[src/rtl/ldpc_dual_pkg.sv]
package ldpc_dual_pkg;
    localparam int unsigned CW_BITS  = 16;
    localparam int unsigned CHK_ROWS = 8;

    typedef logic [CHK_ROWS-1:0] colmask_t;

    // Per-column check membership, bit r set = check r covers this column.
    localparam colmask_t COL_CHK [CW_BITS] = '{
        8'h07, 8'h38, 8'hC1, 8'h4A, 8'h94, 8'h29, 8'h52, 8'hA4,
        8'h51, 8'hA2, 8'h0C, 8'h90, 8'h60, 8'h81, 8'h06, 8'h48
    };

    typedef enum logic [2:0] {
        ST_IDLE,
        ST_CHECK,
        ST_LOCAL,
        ST_CROSS,
        ST_REPORT
    } xdec_state_t;
endpackage

[src/rtl/ldpc_syndrome.sv]
module ldpc_syndrome
    import ldpc_dual_pkg::*;
#(
    parameter int unsigned N = CW_BITS,
    parameter int unsigned M = CHK_ROWS
) (
    input  logic [N-1:0] word_i,
    output logic [M-1:0] syn_o
);
    always_comb begin
        syn_o = '0;
        for (int j = 0; j < int'(N); j++) begin
            if (word_i[j]) begin
                syn_o = syn_o ^ M'(COL_CHK[j]);
            end
        end
    end
endmodule

[src/rtl/ldpc_flip_vote.sv]
module ldpc_flip_vote
    import ldpc_dual_pkg::*;
#(
    parameter int unsigned N = CW_BITS,
    parameter int unsigned M = CHK_ROWS
) (
    input  logic [M-1:0] syn_i,
    output logic [N-1:0] flip_o
);
    // Majority rule: failing checks strictly above half the column weight.
    always_comb begin
        for (int j = 0; j < int'(N); j++) begin
            flip_o[j] = (2 * $countones(syn_i & M'(COL_CHK[j]))) > $countones(COL_CHK[j]);
        end
    end
endmodule

[src/rtl/ldpc_dual_xdec.sv]
module ldpc_dual_xdec
    import ldpc_dual_pkg::*;
#(
    parameter int unsigned MAX_SUPER = 8,
    parameter int unsigned N         = CW_BITS,
    parameter int unsigned M         = CHK_ROWS,
    localparam int unsigned IW       = $clog2(MAX_SUPER + 1),
    localparam int unsigned NDEC     = 2
) (
    input  logic          clk,
    input  logic          rst_n,
    input  logic          start,
    input  logic [N-1:0]  rx_a,
    input  logic [N-1:0]  rx_b,
    output logic          done,
    output logic          converged,
    output logic [N-1:0]  codeword,
    output logic [IW-1:0] iters
);
    xdec_state_t   state_q, state_d;
    logic [N-1:0]  word_q [NDEC];
    logic [N-1:0]  flip_w [NDEC];
    logic [N-1:0]  flip_q [NDEC];
    logic [M-1:0]  syn    [NDEC];
    logic [NDEC-1:0] valid;
    logic [IW-1:0] iter_q;
    logic [N-1:0]  agree;
    logic          last_iter;
    logic          finish;

    // Observation points for the bound checker.
    logic          in_cross;
    logic [N-1:0]  word_a;
    logic [N-1:0]  word_b;

    for (genvar g = 0; g < int'(NDEC); g++) begin : g_dec
        ldpc_syndrome #(.N(N), .M(M)) u_syn (
            .word_i (word_q[g]),
            .syn_o  (syn[g])
        );
        ldpc_flip_vote #(.N(N), .M(M)) u_flip (
            .syn_i  (syn[g]),
            .flip_o (flip_w[g])
        );
        assign valid[g] = (syn[g] == '0);
    end

    assign agree     = flip_q[0] & flip_q[1];
    assign last_iter = (iter_q == IW'(MAX_SUPER));
    assign finish    = (|valid) | last_iter;

    assign in_cross = (state_q == ST_CROSS);
    assign word_a   = word_q[0];
    assign word_b   = word_q[1];

    // State register
    always_ff @(posedge clk) begin
        if (!rst_n) begin
            state_q <= ST_IDLE;
        end else begin
            state_q <= state_d;
        end
    end

    // Next-state logic
    always_comb begin
        state_d = state_q;
        unique case (state_q)
            ST_IDLE:   if (start) state_d = ST_CHECK;
            ST_CHECK:  state_d = finish ? ST_REPORT : ST_LOCAL;
            ST_LOCAL:  state_d = ST_CROSS;
            ST_CROSS:  state_d = ST_CHECK;
            ST_REPORT: state_d = ST_IDLE;
            default:   state_d = ST_IDLE;
        endcase
    end

    // Working words, flip proposals and iteration counter
    always_ff @(posedge clk) begin
        if (!rst_n) begin
            for (int g = 0; g < int'(NDEC); g++) begin
                word_q[g] <= '0;
                flip_q[g] <= '0;
            end
            iter_q <= '0;
        end else begin
            unique case (state_q)
                ST_IDLE: begin
                    if (start) begin
                        word_q[0] <= rx_a;
                        word_q[1] <= rx_b;
                        iter_q    <= '0;
                    end
                end
                ST_LOCAL: begin
                    for (int g = 0; g < int'(NDEC); g++) begin
                        flip_q[g] <= flip_w[g];
                    end
                end
                ST_CROSS: begin
                    for (int g = 0; g < int'(NDEC); g++) begin
                        word_q[g] <= word_q[g] ^ agree;
                    end
                    iter_q <= iter_q + 1'b1;
                end
                default: ;
            endcase
        end
    end

    // Result registers, loaded on the deciding check
    always_ff @(posedge clk) begin
        if (!rst_n) begin
            codeword  <= '0;
            converged <= 1'b0;
            iters     <= '0;
        end else if (state_q == ST_CHECK && finish) begin
            codeword  <= valid[0] ? word_q[0] : (valid[1] ? word_q[1] : word_q[0]);
            converged <= |valid;
            iters     <= iter_q;
        end
    end

    // Strobe output
    always_comb begin
        done = (state_q == ST_REPORT);
    end
endmodule

[config.mk]
export PLATFORM = sky130hd
export DESIGN_NAME = ldpc_dual_xdec
export DESIGN_NICKNAME = d
export VERILOG_FILES = /design/src/rtl/ldpc_dual_pkg.sv /design/src/rtl/ldpc_syndrome.sv /design/src/rtl/ldpc_flip_vote.sv /design/src/rtl/ldpc_dual_xdec.sv
export SDC_FILE = /design/constraint.sdc
export NUM_CORES = 1
export LEC_CHECK = 0
export BUFFER_PORTS_ARGS = -buffer_cell sky130_fd_sc_hd__clkbuf_2
export CORE_ASPECT_RATIO = 0.75
export CORE_MARGIN = 4
export CORE_UTILIZATION = 59
export DETAILED_ROUTE_END_ITERATION = 10
export GPL_TIMING_DRIVEN = 0
export PLACE_DENSITY = 0.8
export SLEW_MARGIN = 20
export SYNTH_ARGS = -nofsm -noshare
export SYNTH_HDL_FRONTEND = slang
export SYNTH_SLANG_ARGS = --single-unit
[constraint.sdc]
create_clock -name clk -period 4.35 [get_ports clk]
set_input_delay 0.87 -clock clk [delete_from_list [all_inputs] [get_ports clk]]
set_output_delay 0.87 -clock clk [all_outputs]
set_load 0.05 [all_outputs]
==> metrics.md <==
| Metric | Value |
|---|---|
| Hold Path End | `iters[0]` |
| Die outline width | `115 um` |
| VDD IR max | `0.000327 V` |
| Fmax | `0.303 GHz` |
| # diodes | `0` |
| Fin worst setup slack | `1050 ps` |
| Total congestion overflow | `0` |
| Final min period | `3300 ps` |
| RSZ-0062 raised after global routing | `false` |
| Worst R2R Path Depth | `11` |
| Startpoint Class | `register` |
| Initial core utilization | `0.624` |
| Clk_lat worst skew | `350 ps` |
| DR WL/cell | `20.6 um` |
| Required time of the critical path | `4590 ps` |
| Cell variety after synth | `41` |
| Hold Vio Cnt, Final | `0` |
| Die H | `88.3 um` |
| Asr flop ratio synth | `0` |
| Remaining DRCs | `0` |
| Total track usage | `0.277` |
| Crit path kind | `reg -> reg` |
| Post-synthesis cell count | `488` |
| CTS tree | `done` |
| Reg power frac | `0.390` |
| Row cnt | `28` |
| YS warnings | `0` |
| Status | `finished, final reports clean` |
| Switching Share | `0.350` |
| Critical Path End Type | `register` |
| Clock power share | `0.274` |
| Ports | `57` |
| Port bufs | `56` |
| Internal power | `0.00185 W` |
| Cells on Worst Hold Path | `2` |
| Worst hold start | `iters[0]` |
| Synth Cell Area | `0.00507 sq mm` |
| Clock-pin slew on the worst setup and hold paths | `60 ps` |
| Post-synth EDFFs | `64` |
| Share of cells above drive strength 1 | `0.175` |
| Worst slew pin tran | `939 ps` |
| Final Cycle Share | `0.758` |
| Pins Over Slew Limit | `0` |
| Synth-to-layout area growth | `14.8%` |
| FF-to-FF setup slack | `1050 ps` |
| Commonest non-fill, non-tap cell in the layout | `edfxtp_1` |
| Crit path DAT | `3530 ps` |
| Initial antenna violation count | `0` |
| Final Routed Wirelength | `13700 um` |
| CTS max path bufs | `2` |
| Commonest non-fill, non-tap cells in the layout | `edfxtp_1, nand2_1, clkbuf_2` |
| Wire length of the first global-routing pass | `20900 um` |
| Die ar. | `0.0102 sq mm` |
| Router iterations before antenna repair | `6` |
| Slew margin rel. | `0.369` |
| Post-CTS Resized | `0` |
| Gate power share | `0.337` |
| Sequential-to-total area share from yosys stat | `0.489` |
| Total power | `0.00285 W` |
| DP HPWL | `9910 um` |
| DRT iter0 DRCs | `378` |
| Pin count of the biggest net entering global routing | `33` |
| Syn nets | `547` |
| Vias per cell | `6.02` |
| Post-placement setup slack | `1200 ps` |
| Clock sinks | `92` |
| Nets | `615` |
| Max Cap Viol | `0` |
| Core area | `0.00813 sq mm` |
| GP Congestion | `0.939` |
| Worst min-delay path category | `reg -> reg` |
| Root buf cell | `clkbuf_16` |
| Static Leak | `2.29 nW` |
| H-tree depth | `3` |
| Total CTS buffers | `9` |
| Vias in the first global route | `3917` |
| Reg-to-reg endpoint | `codeword[5]` |
| Setup Skew | `9.20 ps` |
| Pwr Density | `490 mW/mm^2` |
| Sw power | `0.000997 W` |
| Ys flop type | `edfxtp_1` |
| Synth Register Bits | `92` |
| Endpoints failing setup | `0` |
| Post-DRT Antenna Nets | `0` |
| Syn Area/Cell | `10.4 sq um` |
| Worst-path fanout max | `10` |
| # Post-CTS Setup Buffers | `0` |
| Via count | `4012` |
| CTS Hold Bufs | `0` |
| R2r startpoint | `word_q[0][14]` |
==> synthesized netlist by cell type, drive strengths merged, types with 16 or more instances <==
library cell | instances | area share
o21ai | 52 | 0.051
xnor2 | 38 | 0.074
nand2 | 61 | 0.046
ha | 24 | 0.059
a311oi | 16 | 0.028
edfxtp | 64 | 0.38
dfxtp | 28 | 0.11
nand3 | 21 | 0.021
inv | 16 | 0.012
nor2 | 43 | 0.032
xor2 | 41 | 0.074
a21oi | 20 | 0.020
==> metrics by stage <==
stage               hold slack (ps)  instance area (sq um)  utilization  TNS [ps]  instances
floorplan                       449                   5070            -         0        488
global placement                444                   5490        0.675     -1090        649
detailed placement              449                   5530        0.680         0        650
CTS                             458                   5820        0.717         0        666
global route                    484                   5820        0.717         0        666
finish                          462                   5820        0.717         0        666
==> state kept, by name, indices dropped and copies added, names as in the netlist <==
signal / count
codeword: 16
converged: 1
flip_q: 32
iter_q: 4
iters: 4
state_q: 3
word_q: 32
==> per-layer routing <==
metal / track usage / share of wire / vias up
li1: - / - / 1854
met1: 0.375 / 0.42 / 1902
met2: 0.424 / 0.43 / 226
met3: 0.103 / 0.13 / 30
met4: 0.0757 / 0.020 / 0
met5: 0 / 0 / -
==> cell type report <==
type | count | area [sq um]
Buffer | 22 | 110
Clock buffer | 15 | 293
Clock inverter | 1 | 5.00
Fill cell | 590 | 2300
Inverter | 16 | 60.1
Multi-Input combinational cell | 358 | 2430
Sequential cell | 92 | 2480
Tap cell | 105 | 131
Timing Repair Buffer | 57 | 308
==> critical path, stage by stage (launching register included) <==
cell and delay, ps:
edfxtp_1 510, xnor2_2 310, xnor2_1 120, xnor2_1 750
inv_1 100, ha_1 210, nand3_1 150, or3_1 130
buf_2 210, buf_2 250, nand3_1 120, a311oi_1 330
==> power groups by stage <==
stage               Clock [W]  Sequential, W  Combinational, W
floorplan                   0        0.00111          0.000674
global placement            0        0.00113          0.000863
detailed placement          0        0.00113          0.000914
CTS                  0.000771        0.00111          0.000939
global route         0.000813        0.00112           0.00105
finish               0.000780        0.00111          0.000960
==> worst max-delay path by stage <==
stage | from | endpoint | slack [ps] | cells past startpoint
floorplan | state_q[1] | flip_q[0][0] | 920 | 3
global placement | state_q[1] | flip_q[0][19] | -40 | 3
detailed placement | word_q[0][0] | state_q[1] | 1200 | 11
CTS | word_q[0][0] | codeword[5] | 1160 | 11
global route | word_q[0][14] | state_q[1] | 940 | 11
finish | word_q[0][14] | codeword[5] | 1050 | 11
==> cell families after synthesis <==
family,after synthesis,share of synthesized area
buf+inv,38,0.0335
fa+ha+maj,24,0.0592
compound gates,97,0.115
xor+xnor,83,0.166
mux,1,0.00197
simple gates,153,0.135
flops,92,0.489
(Power assumes the default switching activity.)
